--- config.mk ---
export PLATFORM = sky130hd
export DESIGN_NAME = adc_readout_ctrl
export DESIGN_NICKNAME = d
export VERILOG_FILES = /design/src/rtl/adc_rd_pkg.sv /design/src/rtl/adc_sclk_gen.sv /design/src/rtl/adc_frame_rx.sv /design/src/rtl/adc_wait_timer.sv /design/src/rtl/adc_readout_ctrl.sv
export SDC_FILE = /design/constraint.sdc
export NUM_CORES = 1
export LEC_CHECK = 0
export BUFFER_PORTS_ARGS = -buffer_cell sky130_fd_sc_hd__buf_2
export CAP_MARGIN = 20
export CORE_ASPECT_RATIO = 0.7
export CORE_MARGIN = 3
export CORE_UTILIZATION = 45
export CTS_BUF_LIST = sky130_fd_sc_hd__clkbuf_16
export CTS_CLUSTER_DIAMETER = 40
export DETAILED_ROUTE_END_ITERATION = 6
export PLACE_DENSITY = 0.66
export SETUP_SLACK_MARGIN = 0.4
export SYNTH_ARGS = -nofsm -noshare
export SYNTH_HDL_FRONTEND = slang
export SYNTH_SLANG_ARGS = --single-unit
export TNS_END_PERCENT = 100
--- constraint.sdc ---
create_clock -name clk -period 1.74 [get_ports clk]
set_input_delay 0.087 -clock clk [delete_from_list [all_inputs] [get_ports clk]]
set_output_delay 0.087 -clock clk [all_outputs]
set_load 0.03 [all_outputs]
--- src/rtl/adc_rd_pkg.sv ---
package adc_rd_pkg;

  typedef enum logic [1:0] {
    ST_IDLE  = 2'd0,
    ST_CONV  = 2'd1,
    ST_READ  = 2'd2,
    ST_QUIET = 2'd3
  } rd_state_t;

endpackage

--- src/rtl/adc_sclk_gen.sv ---
module adc_sclk_gen #(
  parameter int DIV_W = 8
) (
  input  logic             clk,
  input  logic             rst_n,
  input  logic             run,
  input  logic [DIV_W-1:0] half,
  output logic             sclk,
  output logic             rise_evt
);

  logic [DIV_W-1:0] cnt_q, cnt_d;
  logic [DIV_W-1:0] half_m1;
  logic             sclk_q, sclk_d;
  logic             wrap;

  always_comb begin
    half_m1 = (half == '0) ? '0 : half - 1'b1;
    wrap    = run && (cnt_q >= half_m1);
    if (!run) begin
      cnt_d  = '0;
      sclk_d = 1'b1;
    end else if (wrap) begin
      cnt_d  = '0;
      sclk_d = ~sclk_q;
    end else begin
      cnt_d  = cnt_q + 1'b1;
      sclk_d = sclk_q;
    end
  end

  always_ff @(posedge clk or negedge rst_n) begin
    if (!rst_n) begin
      cnt_q  <= '0;
      sclk_q <= 1'b1;
    end else begin
      cnt_q  <= cnt_d;
      sclk_q <= sclk_d;
    end
  end

  assign sclk     = sclk_q;
  assign rise_evt = wrap && !sclk_q;

  // The clock must rest high whenever the frame is not running
  assert_sclk_idle_high_R2: assert property (@(posedge clk) disable iff (!rst_n)
    !run |-> sclk_q);

endmodule

--- src/rtl/adc_frame_rx.sv ---
module adc_frame_rx #(
  parameter int FRAME_BITS = 16
) (
  input  logic                  clk,
  input  logic                  rst_n,
  input  logic                  clear,
  input  logic                  sample_en,
  input  logic                  sdata,
  output logic [FRAME_BITS-1:0] word,
  output logic                  done
);

  localparam int CNT_W = $clog2(FRAME_BITS + 1);

  logic [FRAME_BITS-1:0] shift_q, shift_d;
  logic [CNT_W-1:0]      cnt_q, cnt_d;
  logic                  done_q, done_d;

  always_comb begin
    shift_d = shift_q;
    cnt_d   = cnt_q;
    done_d  = 1'b0;
    if (clear) begin
      cnt_d = '0;
    end else if (sample_en) begin
      shift_d = {shift_q[FRAME_BITS-2:0], sdata};
      cnt_d   = cnt_q + 1'b1;
      done_d  = (cnt_q == CNT_W'(FRAME_BITS - 1));
    end
  end

  always_ff @(posedge clk or negedge rst_n) begin
    if (!rst_n) begin
      shift_q <= '0;
      cnt_q   <= '0;
      done_q  <= 1'b0;
    end else begin
      shift_q <= shift_d;
      cnt_q   <= cnt_d;
      done_q  <= done_d;
    end
  end

  assign word = shift_q;
  assign done = done_q;

  // Rising edges are at least two cycles apart, so completion is a lone pulse
  assert_done_single_R2: assert property (@(posedge clk) disable iff (!rst_n)
    done_q |=> !done_q);

endmodule

--- src/rtl/adc_wait_timer.sv ---
module adc_wait_timer #(
  parameter int W = 9
) (
  input  logic         clk,
  input  logic         rst_n,
  input  logic         load,
  input  logic [W-1:0] load_val,
  output logic         zero
);

  logic [W-1:0] cnt_q, cnt_d;

  always_comb begin
    if (load)              cnt_d = load_val;
    else if (cnt_q != '0)  cnt_d = cnt_q - 1'b1;
    else                   cnt_d = cnt_q;
  end

  always_ff @(posedge clk or negedge rst_n) begin
    if (!rst_n) cnt_q <= '0;
    else        cnt_q <= cnt_d;
  end

  assign zero = (cnt_q == '0);

  // The wait counter must never wrap below zero
  assert_timer_holds_zero_R4: assert property (@(posedge clk) disable iff (!rst_n)
    (cnt_q == '0 && !load) |=> (cnt_q == '0));

endmodule

--- src/rtl/adc_readout_ctrl.sv ---
module adc_readout_ctrl
  import adc_rd_pkg::*;
#(
  parameter int DIV_W        = 8,
  parameter int FRAME_BITS   = 16,
  parameter int DATA_BITS    = 12,
  parameter int CONV_CYCLES  = 330,
  parameter int QUIET_CYCLES = 50
) (
  input  logic                 clk,
  input  logic                 rst_n,
  input  logic                 start,
  input  logic                 mode,
  input  logic [DIV_W-1:0]     sclk_half,
  output logic                 adc_cs_n,
  output logic                 adc_sclk,
  input  logic                 adc_sdata,
  output logic                 busy,
  output logic [DATA_BITS-1:0] result,
  output logic                 result_valid,
  output logic                 proto_err
);

  localparam int HDR_BITS = FRAME_BITS - DATA_BITS;
  localparam int TMR_MAX  = (CONV_CYCLES > QUIET_CYCLES) ? CONV_CYCLES : QUIET_CYCLES;
  localparam int TMR_W    = $clog2(TMR_MAX + 1);

  // Reset: asserted asynchronously, released on the clock
  logic [1:0] rst_sync_q;
  logic       rst_i_n;

  always_ff @(posedge clk or negedge rst_n) begin
    if (!rst_n) rst_sync_q <= 2'b00;
    else        rst_sync_q <= {rst_sync_q[0], 1'b1};
  end
  assign rst_i_n = rst_sync_q[1];

  rd_state_t             state_q, state_d;
  logic                  cs_q, cs_d;
  logic [DATA_BITS-1:0]  res_q, res_d;
  logic                  vld_q, vld_d;
  logic                  err_q, err_d;
  logic                  tmr_load;
  logic [TMR_W-1:0]      tmr_val;
  logic                  tmr_zero;
  logic                  sclk_run;
  logic                  rise_evt;
  logic                  frame_done;
  logic [FRAME_BITS-1:0] frame_word;

  assign sclk_run = (state_q == ST_READ) && !frame_done;

  adc_sclk_gen #(.DIV_W(DIV_W)) u_sclk (
    .clk      (clk),
    .rst_n    (rst_i_n),
    .run      (sclk_run),
    .half     (sclk_half),
    .sclk     (adc_sclk),
    .rise_evt (rise_evt)
  );

  adc_frame_rx #(.FRAME_BITS(FRAME_BITS)) u_rx (
    .clk       (clk),
    .rst_n     (rst_i_n),
    .clear     (state_q == ST_IDLE),
    .sample_en (rise_evt),
    .sdata     (adc_sdata),
    .word      (frame_word),
    .done      (frame_done)
  );

  adc_wait_timer #(.W(TMR_W)) u_tmr (
    .clk      (clk),
    .rst_n    (rst_i_n),
    .load     (tmr_load),
    .load_val (tmr_val),
    .zero     (tmr_zero)
  );

  // Next-state logic
  always_comb begin
    state_d  = state_q;
    cs_d     = cs_q;
    res_d    = res_q;
    vld_d    = 1'b0;
    err_d    = 1'b0;
    tmr_load = 1'b0;
    tmr_val  = '0;
    unique case (state_q)
      ST_IDLE: begin
        if (start) begin
          cs_d = 1'b0;
          if (mode) begin
            state_d = ST_READ;
          end else begin
            state_d  = ST_CONV;
            tmr_load = 1'b1;
            tmr_val  = TMR_W'(CONV_CYCLES);
          end
        end
      end
      ST_CONV: begin
        if (tmr_zero) state_d = ST_READ;
      end
      ST_READ: begin
        if (frame_done) begin
          state_d  = ST_QUIET;
          cs_d     = 1'b1;
          tmr_load = 1'b1;
          tmr_val  = TMR_W'(QUIET_CYCLES);
          if (frame_word[FRAME_BITS-1 -: HDR_BITS] == '0) begin
            res_d = frame_word[DATA_BITS-1:0];
            vld_d = 1'b1;
          end else begin
            err_d = 1'b1;
          end
        end
      end
      ST_QUIET: begin
        if (tmr_zero) state_d = ST_IDLE;
      end
      default: state_d = ST_IDLE;
    endcase
  end

  // State registers
  always_ff @(posedge clk or negedge rst_i_n) begin
    if (!rst_i_n) begin
      state_q <= ST_IDLE;
      cs_q    <= 1'b1;
      res_q   <= '0;
      vld_q   <= 1'b0;
      err_q   <= 1'b0;
    end else begin
      state_q <= state_d;
      cs_q    <= cs_d;
      res_q   <= res_d;
      vld_q   <= vld_d;
      err_q   <= err_d;
    end
  end

  assign adc_cs_n     = cs_q;
  assign busy         = (state_q != ST_IDLE);
  assign result       = res_q;
  assign result_valid = vld_q;
  assign proto_err    = err_q;

  assert_sclk_high_when_deselected_R2: assert property (@(posedge clk) disable iff (!rst_i_n)
    adc_cs_n |-> adc_sclk);

  assert_valid_single_pulse_R6: assert property (@(posedge clk) disable iff (!rst_i_n)
    result_valid |=> !result_valid);

  assert_err_excludes_valid_R7: assert property (@(posedge clk) disable iff (!rst_i_n)
    !(result_valid && proto_err));

  assert_strobe_falls_from_idle_R8: assert property (@(posedge clk) disable iff (!rst_i_n)
    $fell(adc_cs_n) |-> ($past(state_q) == ST_IDLE));

  assert_quiet_keeps_strobe_high_R8: assert property (@(posedge clk) disable iff (!rst_i_n)
    (state_q == ST_QUIET) |-> adc_cs_n);

  assert_start_ignored_when_busy_R9: assert property (@(posedge clk) disable iff (!rst_i_n)
    (busy && start) |=> !$fell(adc_cs_n));

endmodule

== Yosys cells after proc, flatten, opt, wreduce, memory -nomap -nowiden ==
Cells that the tools add are included.

* Register bits after elaboration: 59
* Logic and storage cells: 80
* Input bits: 13
* Output and inout port bits: 17

* Bitwise gates (word level): 2
* Multiplexer cells: 34
* $add $sub $neg: 4
* Eq/ne operators: 9
* Order comparisons: 1
* Reductions and logical operators: 18

{| class="wikitable"
|+ Operators by type and width
! operator !! number
|-
| 9-bit two-way mux || 4
|-
| 8-bit two-way mux || 3
|-
| 9-bit one-hot mux with 2 select lines || 1
|-
| 1-bit two-way mux || 15
|-
| 2-bit two-way mux || 5
|-
| 5-bit two-way mux || 2
|-
| 9-bit zero test || 1
|-
| 9-bit nonzero test || 1
|-
| 9-bit by 1-bit subtractor with 9-bit output (second input constant) || 1
|-
| 8-bit by 1-bit adder with 8-bit output (second input constant) || 1
|-
| 8-bit greater-or-equal comparator || 1
|-
| 8-bit zero test || 1
|-
| 2-bit != test (second input constant) || 4
|-
| 2-bit one-hot mux with 4 select lines || 1
|-
| 2-bit nonzero test || 4
|-
| 8-bit by 1-bit subtractor with 8-bit output (second input constant) || 1
|-
| 6-bit two-way mux || 1
|-
| 3-bit AND reduction || 2
|-
| 5-bit by 1-bit adder with 5-bit output (second input constant) || 1
|-
| 5-bit by 4-bit == test with 1-bit output (second input constant) || 1
|-
| 2-bit == test (second input constant) || 2
|-
| 4-bit zero test || 1
|-
| 1-bit one-hot mux with 2 select lines || 2
|-
| 4-bit AND reduction || 1
|-
| other kinds (7) || 11
|}

== Longest topological paths before layout ==
* Depth after elaboration: 7
* Mapped depth: 14
* Mapped depth without buffers: 12

== Hierarchy ==
From an unflattened synthesis, not the netlist that was laid out.

* Cells, all modules: 269
* Area total of the unflattened synthesis: 3198.1 µm²

{| class="wikitable"
|+ By module, submodules not included
! module !! area an instance (µm²) !! seq. area each (µm²) !! instances !! cells each
|-
| adc_frame_rx || 952.2 || 550.5 || 1 || 60
|-
| adc_readout_ctrl || 908.4 || 476.7 || 1 || 64
|-
| adc_sclk_gen || 803.3 || 226.5 || 1 || 88
|-
| adc_wait_timer || 534.3 || 225.2 || 1 || 57
|}

== Worst setup path after synthesis ==
Ideal clock, no wire load.

* Path kind: input to register
* Start: input port sclk_half[0]
* End: register u_rx.shift_q[0] (netlist: u_rx.word[0])
* Library setup time: 125 ps
* Arrival time: 2878 ps
* Data required time: 1615 ps
* Buffers on the path: 2
* Stages: 14
* Slack: -1263 ps
* Cell sequence: inv_1 ha_1 nor2b_1 nand3b_1 or3_1 and2_1 ha_1 nand2b_4 a2111o_1 a21oi_4 or4_4 buf_6 buf_12 mux2_4

* Word-level cells in the longest chain between the ends: 6
* Elaborated cells on any way between the ends: 7
* Classes of those cells: add/sub: 1; order compare: 1; mux: 1; reduce/logical: 4

{| class="wikitable"
|+ RTL lines
! what !! RTL line !! RTL
|-
| start: declaration || adc_readout_ctrl.sv:14 || <nowiki>input logic [DIV_W-1:0] sclk_half,</nowiki>
|-
| 8-bit by 1-bit subtractor with 8-bit output or 8-bit zero test (tied branches) || adc_sclk_gen.sv:18 || <nowiki>half_m1 = (half == '0) ? '0 : half - 1'b1;</nowiki>
|-
| 8-bit two-way mux (*) || adc_sclk_gen.sv:18 ||
|-
| 8-bit greater-or-equal comparator (*) || adc_sclk_gen.sv:19 || <nowiki>wrap = run && (cnt_q >= half_m1);</nowiki>
|-
| 1-bit logical AND (*) || adc_sclk_gen.sv:19 ||
|-
| 1-bit logical AND (*) || adc_sclk_gen.sv:43 || <nowiki>assign rise_evt = wrap && !sclk_q;</nowiki>
|-
| 2-bit AND reduction (no line) (*) || - ||
|-
| end signal: assignment || adc_frame_rx.sv:38 || <nowiki>shift_q <= shift_d;</nowiki>
|-
| end: declaration || adc_frame_rx.sv:15 || <nowiki>logic [FRAME_BITS-1:0] shift_q, shift_d;</nowiki>
|}

Every way passes the cells marked *; elsewhere a longest branch is shown, timed or not.
A chain may end at the register's enable or synchronous reset.

== Worst setup path in the final report ==
* Start: input port sclk_half[1]
* End: register u_rx.shift_q[14] (netlist: u_rx.word[14])

Same word-level chain as after synthesis.

==> metrics.txt <==
htree depth 3; Mapped Nets approximately 300; Mapped Area between 0.002 and 0.003 mm^2; Gate power share 3.9%; endpoint class of the critical path register; FF+latch count, synth 59; slowest stage delay, CP around 0.60 ns; maximum ir drop on the vdd rail 0.691 mV; number of nets with antenna violations after routing 0; result of the run finished, violations left; leakage power between 0.002 and 0.0025 uW; share of layout cells above drive strength 1 50.4%; kind of critical path input pin to register; number of cell rows 24; die span in x a little over 100 um; proportion of total power due to net switching a little over a fifth; P_sw roughly 700 uW; initial standard-cell utilization of the core between 40 and 50%; Post-Synthesis Cells about 280; global-route wire length before repair approximately 11 mm; max cap viols 0; post-synthesis sequential area ratio between 50% and 60%; final worst-path cycle share 141%; number of global-route vias before repair approximately 2300; kind of launch point of the worst setup path input pin; HPWL Detailed approximately 4.2 mm; count of different cell masters after synthesis 45; sequential share of power between 40 and 50%; unrepaired setup endpoints after global routing true; Hold Slack roughly 0.013 ns; failing checks setup timing; area share of the largest cell type after synthesis 48.4%; worst setup slack after layout -0.718 ns; Yosys warning total 0; number of port buffers 29; number of top-level pins 30; DRC marker count from the first detailed-route iteration 84; drt drc 0; final net count 396; Critical Path RT 1.94 ns; average wire length per cell after detail routing approximately 15 um; Clk network pwr share between 50 and 60%; cells along the critical path buf_12 > inv_12 > ha_4 > nor2b_4 > nand3b_1 > or3_4 > buf_4 > o21ai_2 > ha_2 > o21ai_2 > a21oi_2 > a21oi_4 > or4_4 > mux2_4; CTS clk-pin slew, worst paths 0.05 ns; Vias 2281; total power between 3000 and 4000 uW; length of the first detailed-routing pass in iterations 4; library cell occupying the most area in the post-synthesis netlist sky130_fd_sc_hd__dfrtp_1; number of buffers between clock root and the deepest sink 2; most common cell type on the critical path sky130_fd_sc_hd__o21ai_2; worst clock skew on the final layout around 0.0077 ns; clock latency on the worst-skew pair between 0.3 and 0.4 ns; minimum clock period after layout ~2.5 ns; largest cells by area after synthesis sky130_fd_sc_hd__dfrtp_1, sky130_fd_sc_hd__ha_1, sky130_fd_sc_hd__nand2_1, sky130_fd_sc_hd__mux2_4, sky130_fd_sc_hd__mux2_2; Overall Global Routing Usage between 10% and 20%; total congestion overflow 0; Final Routed Wirelength slightly below 7 mm; number of endpoints with negative hold slack in the final report 0; CTS root buffer sky130_fd_sc_hd__clkbuf_16; Critical Path Fanout Max 4; number of filler cells placed in the layout between 400 and 500; count of antenna diodes in the layout 0; final setup violating endpoints 31; total count of max-transition violations in the final report 0; arrival time reported for the critical path endpoint between 2 and 3 ns; cell family with the largest share of critical-path delay simple AND/OR/NAND/NOR gates; routability cong. roughly 0.79; Core Box Area approximately 0.0063 mm^2; Crit-path slowest cell sky130_fd_sc_hd__or4_4; internal power consumption 2540 uW; areal power density over the cells roughly 750 mW/mm^2; synthesis-to-finish area growth 46.9%; type of the tightest min-delay check input pin to register; Worst Max-Slew Pin Slew 0.566 ns; relative max-transition margin 62.3%; antenna violations before repair 0; clock tree from TritonCTS built; ratio of routed vias to standard cells just over 5; maximum operating frequency around 0.41 GHz; syn_area_per_cell 10.7 um^2; die outline area approximately 0.0076 mm^2; Num CTS Buffers 9; pin count of the biggest net entering global routing 29; number of clock sinks seen by CTS 59; count of buffer and inverter cells on the critical path 3; y dimension of the die approximately 74 um
-- flip-flops by register name (all words and copies together), names as in the netlist --
register / flops
result_valid: 1
u_rx.cnt_q: 5
rst_sync_q: 2
state_q: 2
u_rx.word: 16
u_tmr.cnt_q: 9
u_sclk.sclk: 1
result: 12
proto_err: 1
u_rx.done: 1
adc_cs_n: 1
u_sclk.cnt_q: 8
-- placed cells by master, fill, tap and decap left out, types with 4 or more instances in the layout --
master / count
sky130_fd_sc_hd__xor2_1: 11
sky130_fd_sc_hd__nor2_4: 8
sky130_fd_sc_hd__buf_6: 9
sky130_fd_sc_hd__nand2_1: 35
sky130_fd_sc_hd__clkbuf_16: 9
sky130_fd_sc_hd__nand2_2: 12
sky130_fd_sc_hd__o21ai_2: 4
sky130_fd_sc_hd__nand3_1: 4
sky130_fd_sc_hd__buf_2: 26
sky130_fd_sc_hd__buf_4: 42
sky130_fd_sc_hd__nor2b_1: 4
sky130_fd_sc_hd__or3_4: 5
sky130_fd_sc_hd__a21oi_1: 6
sky130_fd_sc_hd__inv_1: 7
sky130_fd_sc_hd__mux2_4: 16
sky130_fd_sc_hd__nand2b_1: 4
sky130_fd_sc_hd__dfrtp_1: 56
sky130_fd_sc_hd__xnor2_1: 5
sky130_fd_sc_hd__nand2_4: 4
sky130_fd_sc_hd__nor2_1: 14
sky130_fd_sc_hd__o21ai_1: 4
sky130_fd_sc_hd__ha_1: 11
-- metal layers --
layer	vias up	routed length, um	GRT usage (%)
met4	0	36	4.74
met2	33	3170	27.8
met5	-	0	0
met3	6	195	5.41
met1	1124	3490	28.6
li1	1118	-	-
-- repair_timing --
item / CTS / global route
setup endpoints to repair: 56 / 56
hold endpoints to repair: 2 / 0
hold buffers: 1 / 0
setup buffers: 12 / 4
gates cloned: 3 / 0
pin swaps: 37 / 12
resized for setup: 51 / 52
-- final timing paths --
| check | startpoint | endpoint | slack, ns | depth (start not counted) |
|---|---|---|---|---|
| hold reg to reg | rst_sync_q[1] | u_tmr.cnt_q[5] | 0.27 | 0 |
| hold / removal | adc_sdata | u_rx.word[0] | 0.01 | 2 |
| setup / recovery | sclk_half[1] | u_rx.word[14] | -0.72 | 14 |
| max in group asynchronous | rst_sync_q[1] | adc_cs_n | 0.87 | 1 |
| min in group asynchronous | rst_n | rst_sync_q[0] | 0.07 | 2 |
| setup reg to reg | u_sclk.cnt_q[5] | u_rx.word[14] | -0.45 | 6 |
-- cell usage after synthesis --
master and number:
sky130_fd_sc_hd__dfrtp_1 57, sky130_fd_sc_hd__nand2_1 52, sky130_fd_sc_hd__nor2_1 24, sky130_fd_sc_hd__ha_1 17, sky130_fd_sc_hd__inv_1 12, sky130_fd_sc_hd__xor2_1 11
sky130_fd_sc_hd__mux2_2 9, sky130_fd_sc_hd__mux2_4 9, sky130_fd_sc_hd__a21oi_1 8, sky130_fd_sc_hd__o21ai_0 6, sky130_fd_sc_hd__xnor2_1 6, sky130_fd_sc_hd__nand2b_1 5
sky130_fd_sc_hd__nand3_1 5, sky130_fd_sc_hd__nor2b_1 5, sky130_fd_sc_hd__nor3_1 4, sky130_fd_sc_hd__and3_1 3, sky130_fd_sc_hd__mux2i_1 3, sky130_fd_sc_hd__or2_2 3
sky130_fd_sc_hd__or3_1 3, sky130_fd_sc_hd__clkbuf_1 2, sky130_fd_sc_hd__dfstp_2 2, sky130_fd_sc_hd__nand4_1 2, sky130_fd_sc_hd__o211ai_1 2, sky130_fd_sc_hd__o21ai_2 2
sky130_fd_sc_hd__o31ai_1 2, sky130_fd_sc_hd__or3_2 2, sky130_fd_sc_hd__a2111o_1 1, sky130_fd_sc_hd__a211o_1 1, sky130_fd_sc_hd__a21o_1 1, sky130_fd_sc_hd__a21oi_2 1
sky130_fd_sc_hd__a21oi_4 1, sky130_fd_sc_hd__and2_1 1, sky130_fd_sc_hd__and3_2 1, sky130_fd_sc_hd__buf_1 1, sky130_fd_sc_hd__buf_12 1, sky130_fd_sc_hd__buf_6 1
sky130_fd_sc_hd__conb_1 1, sky130_fd_sc_hd__nand2b_4 1, sky130_fd_sc_hd__nand3b_1 1, sky130_fd_sc_hd__nor3b_1 1, sky130_fd_sc_hd__nor4_1 1, sky130_fd_sc_hd__nor4_2 1
sky130_fd_sc_hd__nor4_4 1, sky130_fd_sc_hd__o211a_1 1, sky130_fd_sc_hd__or4_4 1
-- power groups by stage --
stage / sequential [uW] / combinational, uW / clock (uW)
after floorplan: 1420 / 49.4 / 0
after global placement: 1410 / 114 / 0
after detailed placement: 1410 / 117 / 0
after CTS: 1390 / 126 / 1740
after global routing: 1390 / 140 / 1810
final: 1390 / 126 / 1720
-- through the flow --
step	setup slack, ns	setup TNS [ns]	cell area [um^2]	util (%)	instances
after global placement	-1.14	-31.76	3520	56.1	413
final	-0.718	-19.90	4330	69.0	449
after CTS	-0.703	-19.62	4100	65.3	445
after global routing	-0.788	-22.73	4330	69.0	449
after detailed placement	-1.21	-33.60	3520	56.1	413
after floorplan	-1.05	-25.13	3040	-	275
-- final cells by class --
type	count	area [um^2]	area share [%]
Inverter	12	70.1	1.62
Multi-Input combinational cell	201	1750	40.3
Timing Repair Buffer	83	642	14.8
Clock buffer	9	225	5.20
Tap cell	78	97.6	2.25
Clock inverter	7	70.1	1.62
Sequential cell	59	1480	34.2
-- logic make-up (layout without fill, tap and decap cells) --
group / after synthesis / after routing / synth area share [%]
compound gates: 26 / 26 / 6.11
buf+inv: 17 / 111 / 2.97
other cells: 1 / 1 / 0.127
simple gates: 117 / 119 / 19.3
xor+xnor: 17 / 17 / 5.05
flops: 59 / 59 / 50.1
fa+ha+maj: 17 / 17 / 7.21
mux: 21 / 21 / 9.04
Power figures use the tool's default switching activity.
